**config.mk**
```make
export PLATFORM = sky130hd
export DESIGN_NAME = ipt_ctx_matcher
export DESIGN_NICKNAME = d
export VERILOG_FILES = /design/src/rtl/ipt_pkg.sv /design/src/rtl/ipt_cam_form.sv /design/src/rtl/ipt_ring_match.sv /design/src/rtl/ipt_ctx_matcher.sv
export SDC_FILE = /design/constraint.sdc
export NUM_CORES = 1
export LEC_CHECK = 0
export BUFFER_PORTS_ARGS = -buffer_cell sky130_fd_sc_hd__buf_2
export CAP_MARGIN = 25
export CORE_AREA = 4 4 202 204
export CTS_CLUSTER_SIZE = 25
export DETAILED_ROUTE_END_ITERATION = 10
export DIE_AREA = 0 0 206 208
export PLACE_DENSITY = 0.44
export SYNTH_ARGS = -nofsm -noshare
export SYNTH_HDL_FRONTEND = slang
export SYNTH_SLANG_ARGS = --single-unit
```
**constraint.sdc**
```tcl
create_clock -name clk -period 3.9 [get_ports clk]
set_input_delay 0.195 -clock clk [delete_from_list [all_inputs] [get_ports clk]]
set_output_delay 0.195 -clock clk [all_outputs]
set_load 0.01 [all_outputs]
```
**src/rtl/ipt_pkg.sv**
```systemverilog
package ipt_pkg;

    typedef enum logic [1:0] {
        RING_USER = 2'd0,
        RING_OS   = 2'd1,
        RING_POOL = 2'd2,
        RING_PHYS = 2'd3
    } ring_e;

    typedef enum logic [1:0] {
        S_IDLE = 2'd0,
        S_SCAN = 2'd1,
        S_DONE = 2'd2
    } state_e;

    localparam int CHIP_W  = 4;
    localparam int HWTID_W = 7;
    localparam int HWCAM_W = 23;

endpackage

```
**src/rtl/ipt_cam_form.sv**
```systemverilog
module ipt_cam_form
    import ipt_pkg::*;
#(
    parameter bit BLOCK_GROUP = 1'b0
) (
    input  logic [CHIP_W-1:0]  chip,
    input  logic [HWTID_W-1:0] tid,
    output logic [HWCAM_W-1:0] cam
);

    generate
        if (BLOCK_GROUP) begin : g_grouped
            // marker bit at 11, chip in 10:7, thread in 6:0
            assign cam = {11'd0, 1'b1, chip, tid};
        end else begin : g_normal
            // chip in 14:11, marker bit at 7, thread in 6:0
            assign cam = {8'd0, chip, 3'd0, 1'b1, tid};
        end
    endgenerate

endmodule

```
**src/rtl/ipt_ring_match.sv**
```systemverilog
module ipt_ring_match
    import ipt_pkg::*;
#(
    parameter int ID_W = 23,
    parameter int LS_W = 8
) (
    input  logic               fmt,
    input  logic [ID_W-1:0]    req_id,
    input  logic [HWCAM_W-1:0] req_hwcam,
    input  logic [LS_W-1:0]    req_ls,
    input  logic [HWCAM_W-1:0] thr_hwcam,
    input  logic               phys_vld,
    input  logic               pool_vld,
    input  logic [ID_W-1:0]    pool_cam,
    input  logic               os_vld,
    input  logic [ID_W-1:0]    os_cam,
    input  logic               usr_vld,
    input  logic [LS_W-1:0]    usr_ls,
    output logic               hit,
    output ring_e              ring
);

    logic phys_hit, pool_hit, os_hit, usr_hit;

    assign phys_hit = phys_vld && (thr_hwcam == req_hwcam);
    assign pool_hit = pool_vld && (pool_cam == req_id);
    assign os_hit   = os_vld && (os_cam == req_id);
    assign usr_hit  = os_hit && usr_vld && (usr_ls == req_ls);

    always_comb begin
        hit  = 1'b0;
        ring = RING_USER;
        if (fmt) begin
            hit  = usr_hit;
            ring = RING_USER;
        end else if (phys_hit) begin
            hit  = 1'b1;
            ring = RING_PHYS;
        end else if (pool_hit) begin
            hit  = 1'b1;
            ring = RING_POOL;
        end else if (os_hit) begin
            hit  = 1'b1;
            ring = RING_OS;
        end
    end

endmodule

```
**src/rtl/ipt_ctx_matcher.sv**
```systemverilog
module ipt_ctx_matcher
    import ipt_pkg::*;
#(
    parameter int N_THREADS   = 8,
    parameter int BLK_W       = 4,
    parameter int IDX_W       = 19,
    parameter int LS_W        = 8,
    parameter bit BLOCK_GROUP = 1'b0,
    localparam int ID_W  = BLK_W + IDX_W,
    localparam int TID_W = (N_THREADS > 1) ? $clog2(N_THREADS) : 1
) (
    input  logic                      clk,
    input  logic                      rst_n,
    input  logic                      req_valid,
    output logic                      req_ready,
    input  logic [BLK_W-1:0]          req_block,
    input  logic [IDX_W-1:0]          req_index,
    input  logic                      req_format,
    input  logic                      req_ignore,
    input  logic [LS_W-1:0]           req_lserv,
    input  logic [CHIP_W-1:0]         chip_id,
    input  logic [N_THREADS-1:0]      thread_en,
    input  logic [N_THREADS-1:0]      ctx_phys_vld,
    input  logic [N_THREADS-1:0]      ctx_pool_vld,
    input  logic [N_THREADS*ID_W-1:0] ctx_pool_cam,
    input  logic [N_THREADS-1:0]      ctx_os_vld,
    input  logic [N_THREADS*ID_W-1:0] ctx_os_cam,
    input  logic [N_THREADS-1:0]      ctx_usr_vld,
    input  logic [N_THREADS*LS_W-1:0] ctx_usr_ls,
    output logic                      done,
    output logic                      match_valid,
    output logic [TID_W-1:0]          thread_id,
    output logic [1:0]                ring,
    output logic                      dup_error,
    output logic                      unsupported_error,
    output logic                      escalate
);

    state_e state, nxt;

    // latched request
    logic [BLK_W-1:0] r_blk;
    logic [IDX_W-1:0] r_idx;
    logic             r_fmt;
    logic [LS_W-1:0]  r_ls;

    // scan position and running tally
    logic [TID_W-1:0] cnt;
    logic             acc_found, acc_dup;
    logic [TID_W-1:0] acc_tid;
    ring_e            acc_ring;

    // results held for the outputs
    logic             res_mv, res_dup, res_uns, res_esc;
    logic [TID_W-1:0] res_tid;
    ring_e            res_ring;

    logic [ID_W-1:0]    req_id;
    logic [HWCAM_W-1:0] req_hwcam;
    logic               accept, unsup_req, last;
    logic               cur_hit, fin_found, fin_dup;
    ring_e              cur_ring;

    logic  [N_THREADS-1:0] thr_hit;
    ring_e                 thr_ring [N_THREADS];

    assign req_id    = {r_blk, r_idx};
    assign accept    = req_valid && (state == S_IDLE);
    assign unsup_req = !req_format && req_ignore;
    assign last      = (cnt == TID_W'(N_THREADS - 1));

    ipt_cam_form #(.BLOCK_GROUP(BLOCK_GROUP)) u_req_cam (
        .chip (r_blk[CHIP_W-1:0]),
        .tid  (r_idx[HWTID_W-1:0]),
        .cam  (req_hwcam)
    );

    generate
        for (genvar t = 0; t < N_THREADS; t++) begin : g_thr
            logic [HWCAM_W-1:0] hw_cam;

            ipt_cam_form #(.BLOCK_GROUP(BLOCK_GROUP)) u_thr_cam (
                .chip (chip_id),
                .tid  (HWTID_W'(t)),
                .cam  (hw_cam)
            );

            ipt_ring_match #(.ID_W(ID_W), .LS_W(LS_W)) u_match (
                .fmt       (r_fmt),
                .req_id    (req_id),
                .req_hwcam (req_hwcam),
                .req_ls    (r_ls),
                .thr_hwcam (hw_cam),
                .phys_vld  (ctx_phys_vld[t]),
                .pool_vld  (ctx_pool_vld[t]),
                .pool_cam  (ctx_pool_cam[t*ID_W +: ID_W]),
                .os_vld    (ctx_os_vld[t]),
                .os_cam    (ctx_os_cam[t*ID_W +: ID_W]),
                .usr_vld   (ctx_usr_vld[t]),
                .usr_ls    (ctx_usr_ls[t*LS_W +: LS_W]),
                .hit       (thr_hit[t]),
                .ring      (thr_ring[t])
            );
        end
    endgenerate

    always_comb begin
        cur_hit   = thread_en[cnt] && thr_hit[cnt];
        cur_ring  = thr_ring[cnt];
        fin_found = acc_found || cur_hit;
        fin_dup   = acc_dup || (acc_found && cur_hit);
    end

    // next-state logic
    always_comb begin
        nxt = state;
        unique case (state)
            S_IDLE: if (accept) nxt = unsup_req ? S_DONE : S_SCAN;
            S_SCAN: if (last) nxt = S_DONE;
            S_DONE: nxt = S_IDLE;
            default: nxt = S_IDLE;
        endcase
    end

    // state register
    always_ff @(posedge clk or negedge rst_n) begin
        if (!rst_n) state <= S_IDLE;
        else        state <= nxt;
    end

    // request latch, scan tally and result registers
    always_ff @(posedge clk or negedge rst_n) begin
        if (!rst_n) begin
            r_blk     <= '0;
            r_idx     <= '0;
            r_fmt     <= 1'b0;
            r_ls      <= '0;
            cnt       <= '0;
            acc_found <= 1'b0;
            acc_dup   <= 1'b0;
            acc_tid   <= '0;
            acc_ring  <= RING_USER;
            res_mv    <= 1'b0;
            res_dup   <= 1'b0;
            res_uns   <= 1'b0;
            res_esc   <= 1'b0;
            res_tid   <= '0;
            res_ring  <= RING_USER;
        end else begin
            unique case (state)
                S_IDLE: begin
                    if (accept) begin
                        r_blk     <= req_block;
                        r_idx     <= req_index;
                        r_fmt     <= req_format;
                        r_ls      <= req_lserv;
                        cnt       <= '0;
                        acc_found <= 1'b0;
                        acc_dup   <= 1'b0;
                        acc_tid   <= '0;
                        acc_ring  <= RING_USER;
                        res_mv    <= 1'b0;
                        res_dup   <= 1'b0;
                        res_esc   <= 1'b0;
                        res_tid   <= '0;
                        res_ring  <= RING_USER;
                        res_uns   <= unsup_req;
                    end
                end
                S_SCAN: begin
                    cnt <= cnt + TID_W'(1);
                    if (cur_hit) begin
                        if (acc_found) begin
                            acc_dup <= 1'b1;
                        end else begin
                            acc_found <= 1'b1;
                            acc_tid   <= cnt;
                            acc_ring  <= cur_ring;
                        end
                    end
                    if (last) begin
                        res_mv   <= fin_found && !fin_dup;
                        res_dup  <= fin_dup;
                        res_esc  <= !fin_found;
                        res_tid  <= acc_found ? acc_tid : (cur_hit ? cnt : '0);
                        res_ring <= acc_found ? acc_ring : (cur_hit ? cur_ring : RING_USER);
                    end
                end
                S_DONE: ;
                default: ;
            endcase
        end
    end

    // outputs
    always_comb begin
        req_ready         = (state == S_IDLE);
        done              = (state == S_DONE);
        match_valid       = res_mv;
        dup_error         = res_dup;
        unsupported_error = res_uns;
        escalate          = res_esc;
        thread_id         = res_tid;
        ring              = res_ring;
    end

    // checks on the handshake and the result
    assert_done_single_R9: assert property (@(posedge clk) disable iff (!rst_n)
        done |=> !done);

    assert_scan_no_early_done_R9: assert property (@(posedge clk) disable iff (!rst_n)
        (req_valid && req_ready && !(!req_format && req_ignore)) |=> !done);

    assert_unsup_immediate_R5: assert property (@(posedge clk) disable iff (!rst_n)
        (req_valid && req_ready && !req_format && req_ignore)
            |=> (done && unsupported_error && !match_valid && !escalate));

    assert_one_outcome_R7: assert property (@(posedge clk) disable iff (!rst_n)
        done |-> ($countones({match_valid, dup_error, unsupported_error, escalate}) == 1));

    assert_hold_idle_R10: assert property (@(posedge clk) disable iff (!rst_n)
        (req_ready && !req_valid) |=> ($stable(match_valid) && $stable(thread_id) &&
            $stable(ring) && $stable(dup_error) && $stable(unsupported_error) &&
            $stable(escalate)));

endmodule

```
==> results of run 1 <==
-- worst max-delay path: cells and delay by family, from the launching register on --
kind / cells / cell delay, ns
xor+xnor: 1 / 0.14
compound gates: 3 / 0.67
buf+inv: 1 / 0.21
simple gates: 5 / 1.63
flops: 1 / 0.96
-- cells in the final DEF (no fill, tap or decap), types with 3 or more instances in the layout --
master / Yosys / routed
nand2_1: 128 / 128
and3_1: 5 / 5
or4_1: 3 / 3
o21ai_0: 9 / 9
a22o_1: 3 / 3
nand4b_1: 5 / 5
or3_1: 10 / 10
buf_4: 11 / 33
nor4_1: 79 / 79
a41oi_1: 5 / 5
xnor2_1: 175 / 175
a211o_1: 3 / 3
nand3_1: 19 / 19
a31oi_1: 8 / 8
nor4b_1: 3 / 3
buf_2: 43 / 522
nand4_1: 71 / 71
o211ai_1: 7 / 7
a21oi_1: 8 / 8
nor2_1: 12 / 12
nor3_1: 11 / 11
dfrtp_1: 53 / 46
clkbuf_16: 0 / 5
inv_1: 5 / 5
dfrtp_2: 0 / 7
a22oi_1: 3 / 3
nor2b_1: 6 / 6
xor2_1: 261 / 261
diode_2: 0 / 11
nand2b_1: 5 / 5
-- cells by family (layout without fill, tap and decap cells) --
family / after synthesis / after routing / synth area share
compound gates: 72 / 72 / 0.0658
xor+xnor: 437 / 437 / 0.471
fa+ha+maj: 2 / 2 / 0.00307
buf+inv: 74 / 572 / 0.0506
flops: 53 / 53 / 0.163
mux: 3 / 3 / 0.00676
other cells: 0 / 11 / 0
simple gates: 367 / 367 / 0.240
-- power by group through the flow --
stage,Clock (mW),Sequential [mW],Combinational [mW]
global placement,0,1.70,4.87
global route,0.577,1.73,5.27
floorplan,0,0.896,3.72
detailed placement,0,1.72,4.84
CTS,0.559,1.71,4.87
finish,0.535,1.71,4.86
-- stage by stage --
step	hold slack (ns)	total power, mW	cells	setup WS, ns	instance area (µm²)
4_1_cts	0.0735	7.14	2031	0.242	11500
3_3_place_gp	0.242	6.57	2022	0.269	11300
3_5_place_dp	0.247	6.56	2022	0.257	11300
6_report	0.0844	7.10	2042	0.140	11500
5_1_grt	0.0945	7.58	2040	0.0727	11500
2_1_floorplan	-0.101	4.61	1008	1.34	8140
-- synth_stat cells (all sizes together) (10+ instances only) --
library cell and number:
buf 59, dfrtp 53, nand2 129, nand3 19, nand4 71, nor2 12, nor3 11, nor4 80
or3 10, xnor2 176, xor2 261
-- timing repair --
item,in CTS,in global routing
hold endpoints to repair,23,0
hold buffers,1,0
setup endpoints to repair,0,0
gates resized for setup,0,0
-- layout make-up --
type | count | area share
clock inverter | 2 | 0.00326
sequential | 53 | 0.116
clock buffer | 6 | 0.0120
timing repair buffer | 558 | 0.252
antenna | 11 | 0.00239
tap | 525 | 0.0570
inverter | 6 | 0.00195
multi-input combinational | 881 | 0.555
-- state kept, by name, indices dropped and copies added (netlist names) --
signal	count
r_idx	19
r_ls	8
r_blk	4
acc_tid	3
cnt	3
thread_id	3
acc_ring	2
ring	2
state	2
acc_dup	1
acc_found	1
dup_error	1
escalate	1
match_valid	1
r_fmt	1
unsupported_error	1
-- per-layer routing --
metal / global-route usage / up-vias
met3: 0.0541 / 91
met5: 0 / -
met2: 0.409 / 480
met1: 0.271 / 4627
li1: - / 4498
met4: 0.0883 / 16
-- path summary, 6_finish.rpt --
kind | endpoint | slack, ns | cells after the start
worst max-delay path | acc_ring[0]$_DFFE_PN0P_ | 0.14 | 10
worst min-delay path | r_blk[1]$_DFFE_PN0P_ | 0.08 | 3
worst max register to register | acc_ring[0]$_DFFE_PN0P_ | 0.14 | 10
worst min register to register | unsupported_error$_DFFE_PN0P_ | 0.48 | 2
max in group asynchronous | r_blk[0]$_DFFE_PN0P_ | 2.61 | 3
min in group asynchronous | unsupported_error$_DFFE_PN0P_ | 0.43 | 2
==> run summary, run 1 <==
The flow ran to the end, and the final reports show no timing, DRC or antenna violations. The maximum fanout encountered on the critical timing path came out at 12. The final max-slew violation count was 0.

The transition at the pin with the smallest max-transition slack is 0.952 ns. Counting flops and latches in the post-synthesis netlist gives 53. The wire length on met3 is 4.14 mm.

The switching power share of the total came out at 0.557. The time the final worst path needs with I/O delays and setup is 3.76 ns. From left edge to right edge, the die measures 206 µm. The count of filler cells inserted in the layout came out at 4402.

The worst-case headroom to the max-slew limit is 0.365. The highest achievable clock rate is around 0.27 GHz. The starting utilization of the core area came out at 0.207. Clock skew on the completed layout was measured at between 0.01 and 0.015 ns. In this run the vertical extent of the chip is 208 µm.

The remaining routing DRC violations is 0. The power density normalized to cell area came out at 616 nW/µm². The required arrival time at the worst endpoint is 4.09 ns. The maximum root-to-sink buffer count is 2.

The fraction of layout instances using a drive strength above 1 came out at 0.388. The overall overflow remaining after global route is 0. The aggregate routed wire length is between 50 and 60 mm. The leakage power came out at 5.37 nW. The share of the core filled with cells came out at 0.294.

The worst IR drop on VDD came out at 0.224 mV. After floorplanning, the core was sized to cover 39300 µm². The relative area change from synthesis to final layout is 41.7%. The die footprint came out at ~43000 µm². The flip-flop cell with the highest count after synthesis is dfrtp_1. Sorting the synthesized cells by area gives the leading types as xor2_1 (28%), xnor2_1 (19%), dfrtp_1 (16%), nor4_1 (6.1%), nand2_1 (5.9%). The largest net degree at the start of global routing came out at 39. The CTS tree is done. The share of flip-flops with an asynchronous set or reset is 1.00. The tightest min-delay check is of the primary input to register type. The detailed-routed wire length on met2 came out at 26.2 mm. In this run, synthesis inferred 0 flip-flops with an integrated enable. The detailed-route wire length on metal 1 is 20.6 mm. The sum of negative setup slack came out at 0 ns.

The via count of the first global-routing pass is about 11k. The worst setup path is launched from a register. The number of hold-slack violations in the final timing report is 0.

The arrival time of the worst setup path came out at 3.95 ns. The launch point of the critical path is r_idx[14]$_DFFE_PN0P_. The share of power burned in registers is 0.241. The share of the clock period used by the worst path came out at 0.964. The final estimated routing congestion in global placement came out at 0.911. Across the run, the number of max-cap violations was 0. The area of the mapped netlist is 8140 µm². The largest area contributor in the synthesized netlist is xor2_1. The total half-perimeter wirelength after legalization and detailed placement came out at 44.7 mm.

The total number of vias came out at 9712. The tree is rooted in a clkbuf_16. The critical path goes through xor2_1, nor4_1, nand4_1, or3_1, nand3_1, nand4_1, a21oi_1, buf_4, o32ai_1, a21bo_2.

The number of nets in the finished design is 2019. The cell type of the slowest stage on the worst timing path is dfrtp_1. The overall track demand over capacity in global routing is 0.232. The number of nets still failing antenna checks after routing is 0. The sort of element at the end of the critical path is a register. The average wire length per cell after detail routing is 25.9 µm. The first TritonRoute pass finished after 5 iterations. The startpoint identified for the worst register-to-register timing path is r_idx[14]$_DFFE_PN0P_. The total clock sinks came out at 53.

Synthesis produced a netlist with a net count of 1522. The clock edge transition at the registers on the reported setup and hold paths is ~0.08 ns. In the final layout, flip-flops and latches occupy roughly 1300 µm². The count of unique library cells instantiated by Yosys came out at 65. The total clock buffers created by CTS is 5. Internal power comes to about 3.1 mW. The power dissipated by switching net loads came out at between 3 and 4 mW. The classification of the worst setup path is register to register. The number of placed I/O pins is 523. After detailed routing, no signal wire sits above met5. The number of warnings printed during yosys synthesis came out at 0. The startpoint of the lowest-slack hold path is req_block[1].

The share of the Yosys chip area taken by registers is 0.163. The worst-skew pair later-pin latency is 0.30 ns. Averaged over all synthesized cells, the footprint is 8.07 µm². In the routed layout, each cell is associated on average with a via count of 4.76.

The cell that appears most often on the critical path is nand4_1. The number of instances in the synthesized netlist is 1008. The cell row count is 73. The number of violations reported at the end of detailed-routing iteration 0 is roughly 530. The level count of the clock H-tree is 2. The first-pass GRT wire length came out at between 70 and 80 mm.

The maximum single-stage delay on the critical path is about 0.96 ns. Setup violations remaining at the end of the flow were counted as 0. The clock network fraction of total power is 0.075. The count of buffers added on input and output ports is between 500 and 600.

Of the total power, combinational logic draws 0.684. The number of antenna violations at the first check in global routing is 18. Post-CTS timing repair inserted 0 buffers for setup. The multi-input logic area is 6400 µm². The area fraction of the dominant cell type after synthesis came out at 0.281.

Setup repair after global routing left no endpoint under its margin.
Power figures use the tool's default switching activity.
==> run 2, diff against run 1 <==
CORE_AREA = 4 4 203 205   (was 4 4 202 204)
DIE_AREA = 0 0 207 209   (was 0 0 206 208)
PLACE_DENSITY = 0.46   (was 0.44)
clock period = 3.25 ns   (was 3.9 ns; I/O delays follow)
==> run summary, run 2 (synthesis results as in run 1) <==
The run finished, with violations left. The checks that failed: hold timing. The worst-case headroom to the max-slew limit is 0.382 (+0.0168). The tightest hold margin came out at -0.0143 ns (-0.0988 ns). The time the final worst path needs with I/O delays and setup came out at 3.13 ns (-0.632 ns).

The overall track demand over capacity in global routing is 0.222 (-0.00976). The number of I/O port buffers is 522 (unchanged). The kind of cell with the highest combined delay along the critical path is simple AND/OR/NAND/NOR gates.

The maximum single-stage delay on the critical path came out at 0.46 ns (-0.50 ns). The worst reg2reg path endpoint is acc_ring[0]$_DFFE_PN0P_. The required arrival time at the worst endpoint was 3.45 ns (-0.64 ns). The path class of the tightest hold or removal check is primary input to async pin. TritonCTS built the clock tree.

The transition at the pin with the smallest max-transition slack came out at 0.927 ns (-0.0252 ns). The cell row count came to 73 (unchanged). The maximum fanout encountered on the critical timing path is 13 (+1).

The maximum root-to-sink buffer count came to 2 (unchanged). The clock network fraction of total power came out at 0.078 (+0.003). The total half-perimeter wirelength after legalization and detailed placement came to 43.4 mm (-2.9%).

The die footprint came to 43300 µm² (+0.97%). The largest net degree at the start of global routing came to 36 (-7.7%). The share of the clock period used by the worst path is 0.963 (-0.00155). The number of buffers added to fix hold violations after cts came out at 0 (-1).

The non-filler instance count after layout came out at 2066 (+1.2%). The arrival time of the worst setup path is 3.32 ns (-0.63 ns). The final estimated routing congestion in global placement came out at 0.959 (+5.2%). The switching power share of the total came out at 0.538 (-0.0196). The total clock sinks is 53 (unchanged). The level count of the clock H-tree came to 2 (unchanged). The power after layout came out at 9.07 mW (+28%). The aggregate routed wire length came to 51.1 mm (-3.5%). The number of placed I/O pins is 523 (unchanged). The critical path in this run is classified as register to register. The vias per cell is 4.71 (-1.1%).

The number of buffers and inverters on the critical path is 2 (+1). The worst setup slack for register-to-register paths is 0.12 ns (-0.02 ns). The worst IR drop on VDD is 0.299 mV (+34%). The number of nets in the finished design came out at 2051 (+1.6%).

The reported max-cap violation count is 0 (unchanged). STA classifies the critical path endpoint as a register. The clock edge transition at the registers on the reported setup and hold paths is 0.08 ns (about the same). The first-pass GRT wire length was 71.3 mm (-1.6%). The fraction of layout instances using a drive strength above 1 came out at 0.419 (+0.0316). The number of iterations in the first detailed-routing pass is 5 (unchanged). The power density normalized to cell area came out at 755 nW/µm² (+23%). The largest individual stage delay along the critical path comes from the cell or3_4.

The horizontal die dimension was 207 µm (+0.49%). r_idx holds more flip-flops than any other register. The number of violations reported at the end of detailed-routing iteration 0 came out at 597 (+13%).

In the layout the commonest cells are buf_2 (522), xor2_1 (261), xnor2_1 (174). The count of filler cells inserted in the layout came out at 4358 (-1.0%). The total number of vias came out at 9721 (+0.093%). The via count of the first global-routing pass came out at 10.5k (-0.75%). The starting utilization of the core area came out at 0.206 (-0.000959). Clock tree synthesis selected as its root buffer the cell clkbuf_16. The total clock buffers created by CTS came out at 5 (unchanged). The clock skew after layout is 0.0114 ns (+0.000379 ns). In the final layout, the registers with the most flip-flops are r_idx: 19 flops, r_ls: 8 flops, r_blk: 4 flops.

The die height was 209 µm (+0.48%). The number of hold-slack violations in the final timing report came to 22 (+22). The internal power came out at 4.20 mW (+33%).

The overall overflow remaining after global route is 0 (unchanged). The worst setup path is launched from a register. The highest achievable clock rate is 0.320 GHz (+20%).

The number of antenna violations at the first check in global routing is 6 (-12). Setup repair after global routing left no endpoint under its margin. The number of nets still failing antenna checks after routing came out at 0 (unchanged). The number of cell instances on the worst register-to-register path came out at 11 (+1). The final max-slew violation count is 0 (unchanged). In this run the critical register-to-register path is launched from r_blk[1]$_DFFE_PN0P_. The flip-flop count of the largest register, all copies and words added came to 19 (unchanged). The leading cell type in the layout, fill and taps excluded is buf_2. The logic depth of the worst path, buffers included came out at 11 (+1). The average wire length per cell after detail routing came out at 24.7 µm (-4.6%). The final count of negative-setup-slack endpoints came to 0 (unchanged). The area of the core is 39500 µm² (+0.46%).

The placed instance count came to 2051 (+1.4%). The worst-skew pair later-pin latency was 0.31 ns (about the same). The share of power burned in registers came out at 0.202 (-0.039).

Compared with the post-synthesis result, the final layout area differs by 47.7%. Traced cell by cell, the critical path runs through buf_4, xor2_1, nor4_2, nand4_1, or3_4, a22oi_1, nand4_1, a21oi_2, buf_4, o32ai_2, a21bo_2. The leakage power is 5.61 nW (+4.5%).

The remaining routing DRC violations came out at 0 (unchanged). The power dissipated by switching net loads is 4.88 mW (+23%). The power share of the combinational group is 0.720 (+0.036).
run 2: changes by cell type in the layout (fill, tap and decap cells not counted), sizes merged:
| cell | previous run | this run |
|---|---|---|
| dlygate4sd3 | 1 | 0 |
| clkinv | 1 | 2 |
| clkinvlp | 1 | 0 |
| buf | 557 | 590 |
| clkbuf | 6 | 5 |
| diode | 11 | 3 |
| bufinv | 1 | 2 |
run 2: power groups by stage:
stage	sequential [mW]	combinational, mW	clock, mW
2_1_floorplan	1.08	4.46	0
3_3_place_gp	1.86	6.41	0
3_5_place_dp	1.85	6.36	0
4_1_cts	1.86	6.43	0.730
5_1_grt	1.87	7.03	0.748
6_report	1.83	6.53	0.712
run 2: stage by stage:
stage	utilization	setup WS, ns	setup TNS (ns)	cell area [µm²]
final	0.305	0.122	0	12000
after global routing	0.305	0.00733	0	12000
after CTS	0.301	0.0130	0	11900
after detailed placement	0.295	-0.157	-0.692	11600
after global placement	0.295	-0.230	-1.25	11600
after floorplan	-	0.693	0	8140
run 2: worst max-delay path by stage:
stage | to | from | slack [ns]
final | acc_ring[0]$_DFFE_PN0P_ | r_blk[1]$_DFFE_PN0P_ | 0.12
after global routing | ring[0]$_DFFE_PN0P_ | r_idx[2]$_DFFE_PN0P_ | 0.007
after CTS | acc_ring[0]$_DFFE_PN0P_ | r_blk[1]$_DFFE_PN0P_ | 0.01
after detailed placement | acc_tid[0]$_DFFE_PN0P_ | r_idx[3]$_DFFE_PN0P_ | -0.16
after global placement | acc_ring[0]$_DFFE_PN0P_ | r_idx[3]$_DFFE_PN0P_ | -0.23
after floorplan | acc_ring[0]$_DFFE_PN0P_ | r_blk[1]$_DFFE_PN0P_ | 0.69
run 2: area by class of cell:
type | count | area [µm²] | share of cell area
multi-input cells | 881 | 6530 | 0.543
diodes | 3 | 7.51 | 0.000625
flip-flops and latches | 53 | 1350 | 0.112
clock inverters | 3 | 65.1 | 0.00541
inverters | 6 | 22.5 | 0.00187
well taps | 525 | 657 | 0.0546
clock buffers | 5 | 125 | 0.0104
repair buffers | 590 | 3260 | 0.272
run 2: repair_timing:
item / 4_1_cts / 5_1_grt
resized for setup: 10 / 24
setup buffers: 0 / 4
setup endpoints to repair: 9 / 12
pin swaps: 3 / 8
run 2: routing by layer:
| metal | vias up | track usage | part of all wire |
|---|---|---|---|
| met2 | 495 | 0.393 | 0.49 |
| met1 | 4583 | 0.269 | 0.41 |
| met3 | 81 | 0.0452 | 0.068 |
| met5 | - | 0 | 0.00053 |
| met4 | 4 | 0.0732 | 0.035 |
| li1 | 4558 | - | - |
==> run 3, diff against run 2 <==
CORE_AREA = 2 2 201 203   (was 4 4 203 205)
DIE_AREA = 0 0 203 205   (was 0 0 207 209)
PLACE_DENSITY = 0.44   (was 0.46)
clock period = 3.9 ns   (was 3.25 ns; I/O delays follow)
==> run summary, run 3 (synthesis results as in run 1) <==
The flow ran to the end, and the final reports show no timing, DRC or antenna violations. The quantity of gates resized following cts came to 0 (-10). The horizontal die dimension is 203 µm (-1.9%). The worst-case headroom to the max-slew limit came to 0.339 (-0.0431). The total clock buffers created by CTS was 5 (unchanged). In this run the worst setup path begins at r_idx[16]$_DFFE_PN0P_.

The fraction of layout instances using a drive strength above 1 came out at 0.389 (-0.0304). The vias per cell was 4.74 (+0.74%). The worst setup slack for register-to-register paths came to 0.25 ns (+0.13 ns). The number of hold-slack violations in the final timing report is 0 (-100%).

The area of the core came to 39400 µm² (-0.23%). The leakage power is 5.36 nW (-4.4%). Leaving out fill and tap cells, the most frequent cell in the layout is buf_2. The sum of negative setup slack came out at 0 ns (unchanged). The number of buffers added to fix hold violations after cts came to 0 (unchanged). The reported max-cap violation count came out at 0 (unchanged).

The die height is 205 µm (-1.9%). Setup repair after global routing left no endpoint under its margin. The final count of negative-setup-slack endpoints came to 0 (unchanged). The total number of vias is 9684 (-0.38%). The worst-case setup slack after placement came out at 0.371 ns (+0.528 ns). In the layout the commonest cells are buf_2 (522), xor2_1 (261), xnor2_1 (175). The number of violations reported at the end of detailed-routing iteration 0 came out at 531 (-11%). The arrival time of the worst setup path came out at 3.84 ns (+0.52 ns).

The number of nets still failing antenna checks after routing is 0 (unchanged). The power density normalized to cell area is 610 nW/µm² (-19%). The transition at the pin with the smallest max-transition slack came out at 0.991 ns (+0.0646 ns). The largest net degree at the start of global routing came to 54 (+50%). From synthesis to final layout, the design area changed by 41.1%. The post-route cell area came to 11500 µm² (-4.5%). The number of post-CTS setup repair buffers came out at 0 (unchanged). The total half-perimeter wirelength after legalization and detailed placement came out at 43.1 mm (-0.58%). The number of antenna violations at the first check in global routing is 10 (+4).

The share of the core filled with cells is 0.292 (-0.0129). The maximum fanout encountered on the critical timing path is 11 (-2). The worst-skew pair later-pin latency is 0.29 ns (-0.02 ns). The clock edge transition at the registers on the reported setup and hold paths came out at 0.07 ns (about the same). The critical path is of the register to register type. TritonCTS built the clock tree.

The time the final worst path needs with I/O delays and setup is 3.65 ns (+0.519 ns). The remaining routing DRC violations was 0 (unchanged). The clock skew after layout came out at 0.00326 ns (-0.00811 ns). The number of placed I/O pins came out at 523 (unchanged). The via count of the first global-routing pass is 10.2k (-3.1%). The flip-flop count of the largest register, all copies and words added was 19 (unchanged). The share of the clock period used by the worst path is 0.935 (-0.0274). The starting utilization of the core area came out at 0.207 (+0.000479). The worst register-to-register path ends at acc_ring[0]$_DFFE_PN0P_. The average wire length per cell after detail routing came out at 25.1 µm (+1.6%).

The critical path ends at acc_ring[0]$_DFFE_PN0P_. The largest registers in the layout are r_idx: 19 flops, r_ls: 8 flops, r_blk: 4 flops. The multi-input logic area came to 6400 µm² (-2.0%).

The root buffer cell chosen for the clock tree is clkbuf_16. The cell area after placement is 11300 µm² (-2.7%). The worst hold path belongs to the class primary input to async pin.

The number of nets in the finished design was 2022 (-1.4%). The worst setup path is captured at a register. The overall track demand over capacity in global routing is 0.236 (+0.0142). The overall overflow remaining after global route was 0 (unchanged). The level count of the clock H-tree is 2 (unchanged). The aggregate routed wire length came out at 51.3 mm (+0.46%). The worst IR drop on VDD came to 0.224 mV (-25%). The number of cell instances on the worst register-to-register path is 10 (-1).

The required arrival time at the worst endpoint is 4.09 ns (+0.64 ns). The worst register-to-register path begins at r_idx[16]$_DFFE_PN0P_. The register area is 1330 µm² (-1.2%). The number of iterations in the first detailed-routing pass came out at 5 (unchanged).

The first-pass GRT wire length came out at 70.9 mm (-0.52%). The count of filler cells inserted in the layout came out at 4404 (+1.1%). The post-layout worst setup margin was 0.253 ns (+0.131 ns).

The final max-slew violation count came out at 0 (unchanged). STA classifies the critical path startpoint as a register. The total clock sinks came out at 53 (unchanged). More flip-flops sit in one register than any other, and that register is r_idx. The die footprint came out at 41600 µm² (-3.8%). The highest achievable clock rate is 0.274 GHz (-14%). The number of I/O port buffers is 522 (unchanged). The cell row count is 73 (unchanged). The power after layout came to 7.01 mW (-23%). The final estimated routing congestion in global placement is 0.925 (-3.5%). The maximum root-to-sink buffer count came to 2 (unchanged).
==> run 3: changes by cell type in the layout (fill, tap and decap cells not counted), moves of 2 or more <==
cell	change
diode_2	+6
nor4_1	+7
dfrtp_1	+11
buf_4	-17
buf_12	-11
nor4_2	-6
or3_1	+5
dfrtp_2	-10
or3_4	-5
bufinv_16	-2
==> run 3: area by class of cell <==
| class | count | area share |
|---|---|---|
| well taps | 525 | 0.0572 |
| inverters | 6 | 0.00196 |
| multi-input cells | 881 | 0.557 |
| flip-flops and latches | 53 | 0.116 |
| repair buffers | 561 | 0.253 |
| diodes | 9 | 0.00196 |
| clock buffers | 5 | 0.0109 |
| clock inverters | 3 | 0.00153 |
==> run 3: worst max-delay path, stage by stage (launching register included) <==
cell,delay [ns]
dfrtp_1,0.90
xor2_1,0.16
nor4_1,0.46
nand4_1,0.35
or3_1,0.49
a21oi_1,0.17
nand4_1,0.11
a21oi_1,0.19
buf_4,0.21
o32ai_1,0.20
a21bo_2,0.28
==> run 3: power breakdown <==
part           internal, mW  switching [mW]
clock                 0.237           0.219
sequential            0.780           0.956
combinational          2.05            2.77
==> run 3: worst min-delay path by stage <==
stage / startpoint / to / slack (ns) / cells after the start
detailed placement: req_index[6] / r_idx[6]$_DFFE_PN0P_ / 0.39 / 3
global placement: req_lserv[0] / r_ls[0]$_DFFE_PN0P_ / 0.39 / 3
floorplan: rst_n / acc_dup$_DFFE_PN0P_ / -0.10 / 0
global route: req_index[6] / r_idx[6]$_DFFE_PN0P_ / 0.09 / 3
finish: rst_n / r_ls[2]$_DFFE_PN0P_ / 0.04 / 2
CTS: rst_n / r_ls[2]$_DFFE_PN0P_ / 0.08 / 2
==> run 3: routing by layer <==
layer	vias to the layer above	track usage	routed length (µm)
met2	460	0.435	25900
met5	-	0	28
met4	6	0.0521	990
li1	4501	-	-
met3	53	0.0401	3310
met1	4664	0.286	21100
==> run 3: through the flow <==
step / hold WS, ns / cells
CTS: 0.0764 / 2034
floorplan: -0.101 / 1008
finish: 0.0371 / 2043
detailed placement: 0.391 / 2026
global route: 0.0920 / 2038
global placement: 0.386 / 2026
